===== src/rtl/adc_res_pkg.sv =====
package adc_res_pkg;
  localparam int STAT_SEQ_BIT = 0;
  localparam int STAT_OVR_BIT = 1;
  localparam int STAT_PTR_LSB = 2;
  localparam int SUB_STATUS   = 0;
  localparam int SUB_CCF      = 1;
endpackage


===== src/rtl/adc_res_fmt.sv =====
module adc_res_fmt #(
  parameter int RAW_W  = 10,
  parameter int LO_W   = 8,
  parameter int WORD_W = 16
) (
  input  logic [RAW_W-1:0]  raw_i,
  input  logic              res8_i,
  input  logic              right_i,
  input  logic              sgn_i,
  output logic [WORD_W-1:0] word_o
);
  localparam int HI_PAD = WORD_W - RAW_W;
  localparam int LO_PAD = WORD_W - LO_W;

  logic [RAW_W-1:0]  hi_v;
  logic [LO_W-1:0]   lo_v;
  logic [WORD_W-1:0] hi_w, lo_w;

  always_comb begin
    // offset binary -> two's complement by MSB flip
    hi_v = raw_i;
    hi_v[RAW_W-1] = raw_i[RAW_W-1] ^ sgn_i;
    lo_v = raw_i[LO_W-1:0];
    lo_v[LO_W-1] = raw_i[LO_W-1] ^ sgn_i;
    hi_w = right_i ? {{HI_PAD{sgn_i & hi_v[RAW_W-1]}}, hi_v}
                   : {hi_v, {HI_PAD{1'b0}}};
    lo_w = right_i ? {{LO_PAD{sgn_i & lo_v[LO_W-1]}}, lo_v}
                   : {lo_v, {LO_PAD{1'b0}}};
    word_o = res8_i ? lo_w : hi_w;
  end
endmodule


===== src/rtl/adc_res_bank.sv =====
module adc_res_bank #(
  parameter int NUM_SLOTS = 8,
  parameter int WORD_W    = 16,
  parameter int SLOT_W    = 3
) (
  input  logic                              clk_i,
  input  logic                              rst_ni,
  input  logic                              wr_en_i,
  input  logic [SLOT_W-1:0]                 wr_slot_i,
  input  logic [WORD_W-1:0]                 wr_word_i,
  input  logic                              rd_clr_i,
  input  logic [SLOT_W-1:0]                 rd_slot_i,
  output logic [NUM_SLOTS-1:0][WORD_W-1:0]  word_o,
  output logic [NUM_SLOTS-1:0]              ccf_o,
  output logic                              unread_hit_o
);
  for (genvar s = 0; s < NUM_SLOTS; s++) begin : g_slot
    logic wr_hit, rd_hit;
    assign wr_hit = wr_en_i  && (wr_slot_i == SLOT_W'(s));
    assign rd_hit = rd_clr_i && (rd_slot_i == SLOT_W'(s));

    always_ff @(posedge clk_i or negedge rst_ni) begin
      if (!rst_ni) begin
        word_o[s] <= '0;
        ccf_o[s]  <= 1'b0;
      end else begin
        if (wr_hit) word_o[s] <= wr_word_i;
        if (wr_hit)      ccf_o[s] <= 1'b1;
        else if (rd_hit) ccf_o[s] <= 1'b0;
      end
    end
  end

  // flag still set and no read clearing it in this cycle
  assign unread_hit_o = wr_en_i && ccf_o[wr_slot_i] &&
                        !(rd_clr_i && (rd_slot_i == wr_slot_i));
endmodule


===== src/rtl/adc_res_flags.sv =====
module adc_res_flags #(
  parameter int SLOT_W = 3
) (
  input  logic              clk_i,
  input  logic              rst_ni,
  input  logic              wr_acc_i,
  input  logic              seq_last_i,
  input  logic              abort_i,
  input  logic              fifo_i,
  input  logic              fast_clr_i,
  input  logic              stat_wr_i,
  input  logic [1:0]        clr_mask_i,
  input  logic              res_rd_i,
  input  logic              unread_hit_i,
  output logic              seq_done_o,
  output logic              overrun_o,
  output logic [SLOT_W-1:0] ptr_o
);
  logic seq_set, seq_clr, ovr_clr;

  assign seq_set = wr_acc_i && seq_last_i;
  assign seq_clr = fast_clr_i ? res_rd_i : (stat_wr_i && clr_mask_i[0]);
  assign ovr_clr = stat_wr_i && clr_mask_i[1];

  always_ff @(posedge clk_i or negedge rst_ni) begin
    if (!rst_ni) begin
      seq_done_o <= 1'b0;
      overrun_o  <= 1'b0;
      ptr_o      <= '0;
    end else begin
      seq_done_o <= seq_set || (seq_done_o && !seq_clr);
      overrun_o  <= unread_hit_i || (overrun_o && !ovr_clr);
      if (abort_i)                  ptr_o <= '0;
      else if (wr_acc_i && fifo_i)  ptr_o <= ptr_o + 1'b1;
    end
  end
endmodule


===== src/rtl/adc_result_unit.sv =====
module adc_result_unit
  import adc_res_pkg::*;
#(
  parameter int NUM_SLOTS = 8,
  parameter int RAW_W     = 10,
  parameter int LO_W      = 8,
  parameter int WORD_W    = 16,
  localparam int SLOT_W   = $clog2(NUM_SLOTS),
  localparam int AW       = SLOT_W + 1
) (
  input  logic              clk_i,
  input  logic              rst_ni,
  input  logic              res8_i,
  input  logic              right_i,
  input  logic              sgn_i,
  input  logic              fifo_i,
  input  logic              fast_clr_i,
  input  logic              seq_ie_i,
  input  logic              seq_abort_i,
  input  logic              conv_done_i,
  input  logic [SLOT_W-1:0] conv_pos_i,
  input  logic [RAW_W-1:0]  conv_raw_i,
  input  logic              seq_last_i,
  input  logic              bus_req_i,
  input  logic              bus_we_i,
  input  logic [AW-1:0]     bus_addr_i,
  input  logic [1:0]        bus_wdata_i,
  output logic [WORD_W-1:0] bus_rdata_o,
  output logic              irq_o
);
  logic                             wr_acc;
  logic [SLOT_W-1:0]                slot_sel, wr_ptr_q, addr_slot;
  logic [WORD_W-1:0]                fmt_word;
  logic [NUM_SLOTS-1:0][WORD_W-1:0] slot_word;
  logic [NUM_SLOTS-1:0]             ccf_q;
  logic                             unread_hit, seq_done_q, overrun_q;
  logic                             res_sel, res_rd, stat_wr;

  assign wr_acc    = conv_done_i && !seq_abort_i;
  assign slot_sel  = fifo_i ? wr_ptr_q : conv_pos_i;
  assign addr_slot = bus_addr_i[SLOT_W-1:0];
  assign res_sel   = !bus_addr_i[AW-1];
  assign res_rd    = bus_req_i && !bus_we_i && res_sel;
  assign stat_wr   = bus_req_i && bus_we_i && !res_sel &&
                     (addr_slot == SLOT_W'(SUB_STATUS));

  adc_res_fmt #(.RAW_W(RAW_W), .LO_W(LO_W), .WORD_W(WORD_W)) u_fmt (
    .raw_i   (conv_raw_i),
    .res8_i  (res8_i),
    .right_i (right_i),
    .sgn_i   (sgn_i),
    .word_o  (fmt_word)
  );

  adc_res_bank #(.NUM_SLOTS(NUM_SLOTS), .WORD_W(WORD_W), .SLOT_W(SLOT_W)) u_bank (
    .clk_i        (clk_i),
    .rst_ni       (rst_ni),
    .wr_en_i      (wr_acc),
    .wr_slot_i    (slot_sel),
    .wr_word_i    (fmt_word),
    .rd_clr_i     (res_rd),
    .rd_slot_i    (addr_slot),
    .word_o       (slot_word),
    .ccf_o        (ccf_q),
    .unread_hit_o (unread_hit)
  );

  adc_res_flags #(.SLOT_W(SLOT_W)) u_flags (
    .clk_i        (clk_i),
    .rst_ni       (rst_ni),
    .wr_acc_i     (wr_acc),
    .seq_last_i   (seq_last_i),
    .abort_i      (seq_abort_i),
    .fifo_i       (fifo_i),
    .fast_clr_i   (fast_clr_i),
    .stat_wr_i    (stat_wr),
    .clr_mask_i   (bus_wdata_i),
    .res_rd_i     (res_rd),
    .unread_hit_i (unread_hit),
    .seq_done_o   (seq_done_q),
    .overrun_o    (overrun_q),
    .ptr_o        (wr_ptr_q)
  );

  always_comb begin
    bus_rdata_o = '0;
    if (res_sel) begin
      bus_rdata_o = slot_word[addr_slot];
    end else if (addr_slot == SLOT_W'(SUB_STATUS)) begin
      bus_rdata_o[STAT_SEQ_BIT] = seq_done_q;
      bus_rdata_o[STAT_OVR_BIT] = overrun_q;
      bus_rdata_o[STAT_PTR_LSB +: SLOT_W] = wr_ptr_q;
    end else if (addr_slot == SLOT_W'(SUB_CCF)) begin
      bus_rdata_o[NUM_SLOTS-1:0] = ccf_q;
    end
  end

  assign irq_o = seq_done_q && seq_ie_i;
endmodule


===== config.mk =====
export PLATFORM = sky130hd
export DESIGN_NAME = adc_result_unit
export DESIGN_NICKNAME = d
export VERILOG_FILES = /design/src/rtl/adc_res_pkg.sv /design/src/rtl/adc_res_fmt.sv /design/src/rtl/adc_res_bank.sv /design/src/rtl/adc_res_flags.sv /design/src/rtl/adc_result_unit.sv
export SDC_FILE = /design/constraint.sdc
export NUM_CORES = 1
export LEC_CHECK = 0
export BUFFER_PORTS_ARGS = -buffer_cell sky130_fd_sc_hd__buf_4
export CAP_MARGIN = 30
export CORE_UTILIZATION = 30
export CTS_BUF_LIST = sky130_fd_sc_hd__clkbuf_8
export DETAILED_ROUTE_END_ITERATION = 8
export GPL_TIMING_DRIVEN = 0
export PLACE_DENSITY = 0.53
export RECOVER_POWER = 100
export SYNTH_ARGS = -nofsm -noshare
export SYNTH_HDL_FRONTEND = slang
export SYNTH_SLANG_ARGS = --single-unit

===== constraint.sdc =====
create_clock -name clk_i -period 4 [get_ports clk_i]
set_clock_uncertainty 0.15 [all_clocks]
set_input_delay 0 -clock clk_i [delete_from_list [all_inputs] [get_ports clk_i]]
set_output_delay 0 -clock clk_i [all_outputs]
set_load 0.02 [all_outputs]

======== Word level (Yosys, flattened, before mapping) ========
Cells that the tools add are included.
cells by class
  add/subtract/negate cells ............... 1
  magnitude comparators ................... 2
  equality and inequality tests ........... 15
  mux-type cells .......................... 32
  bitwise gates (word level) .............. 4
  reductions and logical operators ........ 51
operators with widths
  kind                                                                           number
  16-bit two-way mux                                                             4
  16-bit binary-select mux with 3-bit select                                     1
  1-bit logical AND                                                              32
  3-bit == test (second input constant)                                          8
  8-bit two-way mux                                                              3
  1-bit two-way mux                                                              18
  2-bit nonzero test                                                             9
  3-bit by 2-bit == test with 1-bit output (second input constant)               4
  3-bit two-way mux                                                              4
  3-bit by 4-bit less-than comparator with 1-bit output (second input constant)  2
  3-bit by 1-bit == test with 1-bit output (second input constant)               2
  1-bit zero test                                                                6
  3-bit zero test                                                                2
  5-bit two-way mux                                                              1
  3-bit by 1-bit adder with 3-bit output (second input constant)                 1
  1-bit binary-select mux with 3-bit select                                      1
  3-bit == test                                                                  1
  1-bit AND                                                                      2
  1-bit logical OR                                                               2
  1-bit bitwise XOR                                                              2
storage, ports and cells
  bits in registers ....................... 141
  bits of input ports ..................... 32
  output and inout bits ................... 17
  logic and storage cells ................. 124

======== Logic depth before layout (Yosys ltp) ========
Gate-level depths: netlist of run 1.
  depth after elaboration ................. 8
  gate-level depth with buffers ........... 8
  gate-level depth less buffers ........... 6

======== Cells and area by module ========
From an unflattened synthesis of run 1, not the netlist that was laid out.
second synthesis, totals
  cell total of the unflattened synthesis .. 495
  area, all modules ....................... 7,264.5 um2
modules (own cells, without submodules)
  module           instances  cells an instance  area each (um2)  sequential area each (um2)
  adc_res_bank     1          323                5,426.5          3,403.3
  adc_result_unit  1          123                1,268.7          0.0
  adc_res_fmt      1          28                 321.6            0.0
  adc_res_flags    1          21                 247.7            125.1

======== Worst setup path after synthesis of run 1 ========
No wires, ideal clock.
  kind .................................... reg2reg
  start ................................... register u_flags.ptr_o[0]
  end ..................................... register u_bank.word_o[106] (netlist name)
  library setup time ...................... 0.125 ns
  arrival time ............................ 1.388 ns
  data required time ...................... 3.725 ns
  path slack .............................. 2.337 ns
  cell stages (with the launch flop) ...... 5
  path buffers ............................ 1
  clock period less this slack ............ 1.663 ns
  path through ............................ dfrtp_1 > and3b_1 > o211ai_1 > buf_4 > mux2_2
between the ends
  word-level cells in the longest chain between the ends .. 3
RTL lines
  what                           RTL line               source
  start, declared                adc_res_flags.sv:17    output logic [SLOT_W-1:0] ptr_o
  start signal, assigned         adc_res_flags.sv:34    else if (wr_acc_i && fifo_i) ptr_o <= ptr_o + 1'b1;
  3-bit two-way mux              adc_result_unit.sv:40  assign slot_sel = fifo_i ? wr_ptr_q : conv_pos_i;
  3-bit == test                  adc_res_bank.sv:19     assign wr_hit = wr_en_i && (wr_slot_i == SLOT_W'(s));
  1-bit logical AND              adc_res_bank.sv:19
  end signal, assigned by index  adc_res_bank.sv:27     if (wr_hit) word_o[s] <= wr_word_i;
  end, declared                  adc_res_bank.sv:13     output logic [NUM_SLOTS-1:0][WORD_W-1:0] word_o,
No other way between the ends.
A chain may end at the register's enable or synchronous reset.

======== Worst setup path after layout of run 1 ========
  start ................................... input fifo_i
  end ..................................... register u_bank.word_o[80] (netlist name)
between the ends
  word-level cells in the longest chain between the ends .. 3
RTL lines
  what               RTL line               source
  start, declared    adc_result_unit.sv:16  input logic fifo_i,
  3-bit two-way mux  adc_result_unit.sv:40
  3-bit == test      adc_res_bank.sv:19
  1-bit logical AND  adc_res_bank.sv:19
No other way between the ends.

==> results of run 1 <==
## synthesized netlist by cell type, types with 8 or more instances
master	number	area share [%]
inv_1	8	0.44
mux2i_1	12	1.8
mux2_2	42	6.9
mux4_2	33	11
o21ai_0	105	7.7
nand2_1	129	7.1
clkbuf_1	17	0.94
o211ai_1	8	0.88
buf_2	13	0.96
nor2_1	15	0.83
a21oi_1	10	0.74
dfrtp_1	141	52
## power by group
group	total, uW	leakage [uW]	switching, uW	internal [uW]
registers	1860	0.00182	154	1710
clock network	1160	0.000203	542	615
logic	746	0.00145	380	366
total	3770	0.00347	1080	2690
## cell usage in the layout (no fill, tap or decap), drive strengths merged, types with 3 or more instances in the layout
cell	synthesis	routed
dfrtp	141	141
nand2	129	129
o21ai	109	109
clkbuf	17	74
mux2	43	43
buf	27	36
mux4	33	33
dlygate4sd3	0	21
nor2	15	15
mux2i	13	13
inv	8	11
a21oi	10	10
o211ai	8	8
a221oi	5	5
nand2b	4	4
xor2	4	4
nor3b	4	4
o21a	4	4
clkinvlp	0	4
o22ai	4	4
a2bb2oi	3	3
o31ai	3	3
and3b	3	3
ha	3	3
## logic make-up after synthesis
group | synth area share, %
xor+xnor | 0.6435
compound gates | 12.41
buf+inv | 4.045
simple gates | 10.31
fa+ha+maj | 0.5516
mux | 20.19
flops | 51.85
## repair_timing
item	in CTS	in global routing
setup endpoints to repair	0	0
buffers inserted	0	0
hold buffers	21	0
endpoints found under the hold margin	204	0
## registers in the layout (all words and copies together), names as in the netlist
| signal | count |
|---|---|
| u_bank.word_o | 128 |
| u_bank.ccf_o | 8 |
| u_flags.ptr_o | 3 |
| u_flags.overrun_o | 1 |
| u_flags.seq_done_o | 1 |
## layout make-up
| type | count | share of cell area, % |
|---|---|---|
| Inverter | 8 | 0.3762 |
| Buffer | 44 | 2.289 |
| Multi-Input combinational cell | 413 | 37.33 |
| Clock buffer | 21 | 3.621 |
| Tap cell | 280 | 4.389 |
| Sequential cell | 141 | 44.21 |
| Clock inverter | 11 | 1.458 |
| Timing Repair Buffer | 66 | 6.333 |
## stage by stage
step	setup slack (ps)	hold WS, ps
final	1232	30.88
after global routing	1092	98.03
after CTS	1430	3.894
after detailed placement	1871	-89.33
after global placement	1900	33.23
after floorplan	2337	-445.6
## worst max-delay path, stage by stage
cell,delay (ps)
dlygate4sd3_1,520
clkbuf_1,250
clkbuf_1,410
nor3b_1,140
o211ai_1,290
clkbuf_1,570
clkbuf_1,550
o21ai_0,170
## layer usage
metal | GRT usage, % | share of wire [%]
met4 | 5.243 | 0.99
met5 | 0 | 0
met2 | 28.24 | 48
met1 | 24.11 | 45
met3 | 4.636 | 6.2
## worst max path at each step
| stage | from | end | slack, ps | cells past startpoint |
|---|---|---|---|---|
| floorplan | u_flags.ptr_o[0]$_DFFE_PN0P_ | u_bank.word_o[106]$_DFFE_PN0P_ | 2340 | 4 |
| global placement | u_flags.ptr_o[0]$_DFFE_PN0P_ | u_bank.word_o[127]$_DFFE_PN0P_ | 1900 | 5 |
| detailed placement | u_flags.ptr_o[0]$_DFFE_PN0P_ | u_bank.word_o[127]$_DFFE_PN0P_ | 1870 | 5 |
| CTS | bus_we_i | u_bank.ccf_o[4]$_DFFE_PN0P_ | 1430 | 8 |
| global route | fifo_i | u_bank.word_o[85]$_DFFE_PN0P_ | 1090 | 9 |
| finish | fifo_i | u_bank.word_o[80]$_DFFE_PN0P_ | 1230 | 8 |
==> summary.txt, run 1 <==
Run status
  • Status: finished with violations
  • Failing checks: DRC, capacitance limit, slew limit

Critical path
  • Critical Path Sink Type: register
  • FF-to-FF Start: u_flags.ptr_o[1]$_DFFE_PN0P_
  • Crit path arrival time: 2920 ps
  • Reg-to-Reg End: u_bank.word_o[80]$_DFFE_PN0P_
  • Worst setup SP type: input pin
  • Reg2Reg Depth: 5
  • Worst Path Required: between 4000 and 5000 ps
  • Worst Setup Path Type: in -> reg
  • Max Fanout on Critical Path: 10
  • R2R Setup Slk: approximately 1400 ps

Floorplan
  • Die H: 152.6 um
  • Core area: ~0.022 mm^2
  • Die Wd: around 150 um
  • Site Rows: 54
  • Die area: roughly 0.023 mm^2
  • Ports: between 40 and 50
  • Starting Density: 30.90%

Global route
  • First-pass GRT wire length: between 30,000 and 40,000 um
  • Largest net degree at the start of global routing: between 70 and 80
  • Vias in the first global route: roughly 5,500
  • Initial antenna violation count: 0
  • Gr ovfl total: 0
  • Total Routing Usage GR: approximately 18%

Job
  • MaxCap Viol Count: 1

Synth
  • Syn nets: around 640
  • Async set-reset flop share out of synthesis: between 90% and 100%
  • Cells after synthesis: ~610
  • Prevailing post-synth register cell: dfrtp_1
  • EDFF count, synth: 0
  • Yosys reg bits: around 140
  • Synth Cell Area: slightly below 0.007 mm^2
  • Syn Area/Cell: between 10 and 15 um^2
  • YS warnings: 0
  • Sequential area share after synthesis: about 52%
  • Count of cell types in the netlist: between 40 and 50

Min path
  • Hold Path Origin: bus_addr_i[2]
  • Hold Path Depth: 4
  • Hold crit path type: in -> reg
  • WHS Endpoint: u_bank.ccf_o[7]$_DFFE_PN0P_

Power
  • Final Power: between 3000 and 4000 uW
  • Leakage: ~0.0035 uW
  • Max IR drop VDD: 0.2276 mV
  • Pwr Density: 472.1 mW/mm^2

Clock tree
  • Clk slew on worst S/H paths: approximately 70 ps
  • H-tree depth: 4
  • CTS Root Cell: clkbuf_8
  • Cts bufs inserted: 17
  • TritonCTS clock tree: done
  • # resized after CTS: 0
  • Clk Latency, worst-skew pair: 440 ps
  • Clock Tree Buf Depth: 2
  • Clock Sinks: ~140

STA
  • Final slew viol count: just over 70
  • TNS Setup: 0 ps
  • Final hold viol count: 0
  • Crit path time final: ~2800 ps
  • RSZ-0062 raised after global routing: no
  • Least-Margin Pin Slew: about 1900 ps
  • Final setup violating endpoints: 0
  • Slew Limit Headroom: -23.38%
  • Final period util: 69.20%
  • FMAX: about 0.36 GHz

Drt
  • Avg WL per Cell: slightly below 20 um
  • 1st-iter DRT viols: 331
  • Drt drc: 5
  • Via count: around 5,200
  • DR vias/cell: around 5.3
  • Drt total wl: about 20,000 um
  • Post-route ant nets: 0
  • Drt pass-1 iters: 7

Finish
  • Area growth syn-to-layout: 17.28%
  • Non-filler cells, final: around 980
  • FF/Latch Area: ~0.0035 mm^2
  • Layout Nets: about 730
  • Post-route cell area: 0.007981 mm^2
  • Share of layout cells above drive strength 1: around a fifth
  • Multi-input gate area: a little under 0.003 mm^2
  • Filler instances: ~2,200
  • Antenna Cells: 0
  • Layout Utilization: about 36%

Place
  • Placed instance count: roughly 930
  • DP Area: approximately 0.0075 mm^2
  • # port buffers: between 40 and 50
  • Placer Congestion: roughly 0.84
  • Dpl hpwl: roughly 14,000 um
Note: power is estimated with default switching activity, not from simulation.
==> inputs of run 2 (changes only) <==
- ABC_AREA: unset -> 1
- clock period: 4 -> 2.72 ns (I/O delays scaled with it)
==> summary.txt, run 2 <==
Global route
  • Grt peak-use layer: met2
  • Gr ovfl total: 0
  • Total Routing Usage GR: about 20%
  • First-pass GRT wire length: 35,670 um
  • Met3 Use GR: under 10%
  • Initial antenna violation count: 0
  • M1 GR Usage: 29.25%
  • GR Util met2: a little under a third
  • Largest net degree at the start of global routing: 77
  • Vias in the first global route: between 6,000 and 7,000

Floorplan
  • Die H: 152.7 um
  • Site Rows: 54
  • Die area: around 0.023 mm^2
  • Die Wd: around 150 um
  • Ports: just under 50
  • Core area: 0.02203 mm^2
  • Starting Density: 30.95%

Clock tree
  • H-tree depth: 4
  • CTS Root Cell: clkbuf_8
  • Cts bufs inserted: 17
  • Clk slew on worst S/H paths: ~80 ps
  • Clk Latency, worst-skew pair: between 400 and 500 ps
  • TritonCTS clock tree: done
  • Clock Sinks: between 100 and 150
  • Clock Tree Buf Depth: 2
  • # resized after CTS: 0

STA
  • Final worst slack: ~220 ps
  • TNS Setup: 0 ps
  • FMAX: around 0.4 GHz
  • Final hold viol count: 0
  • Slew Limit Headroom: around a fifth
  • Final setup violating endpoints: 0
  • Final period util: approximately nine tenths
  • Least-Margin Pin Slew: approximately 1200 ps
  • Crit path time final: 2501 ps
  • RSZ-0062 raised after global routing: no
  • Final slew viol count: 0

Synth
  • Top post-synthesis cells by count: nand2_1, dfrtp_1, o21ai_0
  • Async set-reset flop share out of synthesis: 100.0%
  • Count of cell types in the netlist: 37
  • Yosys reg bits: between 100 and 150
  • Prevailing post-synth register cell: dfrtp_1
  • Sequential area share after synthesis: between 50% and 60%
  • Syn nets: 901
  • EDFF count, synth: 0
  • YS warnings: 0
  • Syn Area/Cell: between 7 and 8 um^2
  • Post-synth top area cell: dfrtp_1
  • Top-count cell post-synth: nand2_1
  • Synth top area cells: dfrtp_1, nand2_1, o21ai_0, o21ai_1, a22oi_1
  • Synth Cell Area: approximately 0.0068 mm^2
  • Top-area cell type share of the netlist area: 51.76%
  • Cells after synthesis: around 870

Power
  • Comb power frac: between 15 and 20%
  • Leakage: around 0.0040 uW
  • Final Power: 5957 uW
  • Psw: ~1800 uW
  • Switch share: 29.65%
  • Pwr Density: about 730 mW/mm^2
  • Sequential power share: 47.3%
  • Cell-internal power: between 4000 and 5000 uW
  • Clock share of power: roughly 34%
  • Max IR drop VDD: ~0.24 mV

Finish
  • Area growth syn-to-layout: 19.64%
  • Layout Nets: 996
  • Share of layout cells above drive strength 1: about 9.8%
  • Largest register FFs: approximately 130
  • Layout Utilization: between 30% and 40%
  • Biggest register: u_bank.word_o
  • Most frequent cells in the layout: nand2_1, dfrtp_1, o21ai_0
  • Regs by FF count: u_bank.word_o x128, u_bank.ccf_o x8, u_flags.ptr_o x3
  • Most common cell after layout, fill and taps aside: nand2_1
  • Antenna Cells: 0

Drt
  • Drt pass-1 iters: 7
  • Drt total wl: 22,790 um
  • Drt drc: 4
  • Post-route ant nets: 0
  • DR vias/cell: between 4 and 5
  • Avg WL per Cell: around 18 um
  • 1st-iter DRT viols: between 400 and 500
  • Via count: ~6,200

Job
  • MaxCap Viol Count: 0

Place
  • # port buffers: 46
  • Dpl hpwl: about 15,000 um
  • DP Worst Slack: between 400 and 500 ps
  • Placer Congestion: roughly 0.84

Critical path
  • Worst Setup Path Type: in -> reg
  • Worst Path Required: between 2000 and 3000 ps
  • Worst setup SP type: input pin
  • Critical Path Sink Type: register
  • Max Fanout on Critical Path: 8
  • Crit path arrival time: around 2700 ps

Run status
  • Failing checks: DRC
  • Status: finished with violations

Min path
  • Hold crit path type: in -> reg
run 2: cell count changes after synthesis, moves of 18 or more:
cell,change
nand2_1,+271
o21ai_0,-46
mux2_2,-42
mux4_2,-33
inv_1,+31
o21ai_1,+28
nand3_1,+25
a22oi_1,+18
run 2: final cells by class:
type,instances,area (um^2)
buffer,35,142.6
clock buffer,22,302.8
clock inverter,10,183.9
fill,2365,13870
inverter,52,200.2
multi-input combinational,638,2872
sequential,141,3528
tap,280,350.3
timing repair buffer,76,575.6
run 2: critical path: stages:
cell and delay [ps]:
dlygate4sd3_1 530, clkbuf_1 210, nor2_1 440, nand4_1 180
o21ai_0 180, dlygate4sd3_1 560, nand2_1 50, dlygate4sd3_1 540
run 2: power groups by stage:
stage               Combinational, uW  Sequential (uW)  Clock (uW)
CTS                              1160             2810        2070
finish                           1100             2820        2040
global placement                 1080             2840           0
detailed placement               1110             2840           0
global route                     1260             2870        2170
floorplan                         748             2780           0
run 2: cell families after synthesis:
family | synth area share [%]
fa+ha+maj | 0.5507
flops | 51.76
buf+inv | 5.543
simple gates | 28.84
compound gates | 13.31
run 2: path summary, 6_finish.rpt:
path,startpoint,endpoint,slack [ps],cells past startpoint
max in group asynchronous,rst_ni,u_bank.word_o[57]$_DFFE_PN0P_,440,4
setup reg to reg,u_flags.ptr_o[2]$_DFFE_PN0P_,u_bank.word_o[59]$_DFFE_PN0P_,300,10
hold reg to reg,u_bank.word_o[87]$_DFFE_PN0P_,u_bank.word_o[87]$_DFFE_PN0P_,330,2
min in group asynchronous,rst_ni,u_bank.word_o[115]$_DFFE_PN0P_,700,3
setup / recovery,bus_addr_i[2],u_flags.overrun_o$_DFF_PN0_,220,8
hold / removal,conv_done_i,u_flags.ptr_o[1]$_DFFE_PN0P_,7,4
run 2: timing repair:
item / in CTS / in global routing
setup endpoints to repair: 0 / 0
hold endpoints to repair: 224 / 0
hold buffers: 29 / 0
buffers inserted: 0 / 0
run 2: stage by stage:
stage / hold slack, ps / cell area (um^2) / instances
2_1_floorplan: -445.6 / 6817 / 866
3_3_place_gp: 85.87 / 7512 / 1192
3_5_place_dp: -92.92 / 7543 / 1193
4_1_cts: 22.27 / 8330 / 1254
5_1_grt: 18.75 / 8155 / 1254
6_report: 6.774 / 8155 / 1254
run 2: metal layers:
metal | part of all wire (%) | vias to the layer above
li1 | - | 2996
met1 | 49 | 2959
met2 | 43 | 181
met3 | 5.7 | 33
met4 | 2.4 | 0
met5 | 0 | -
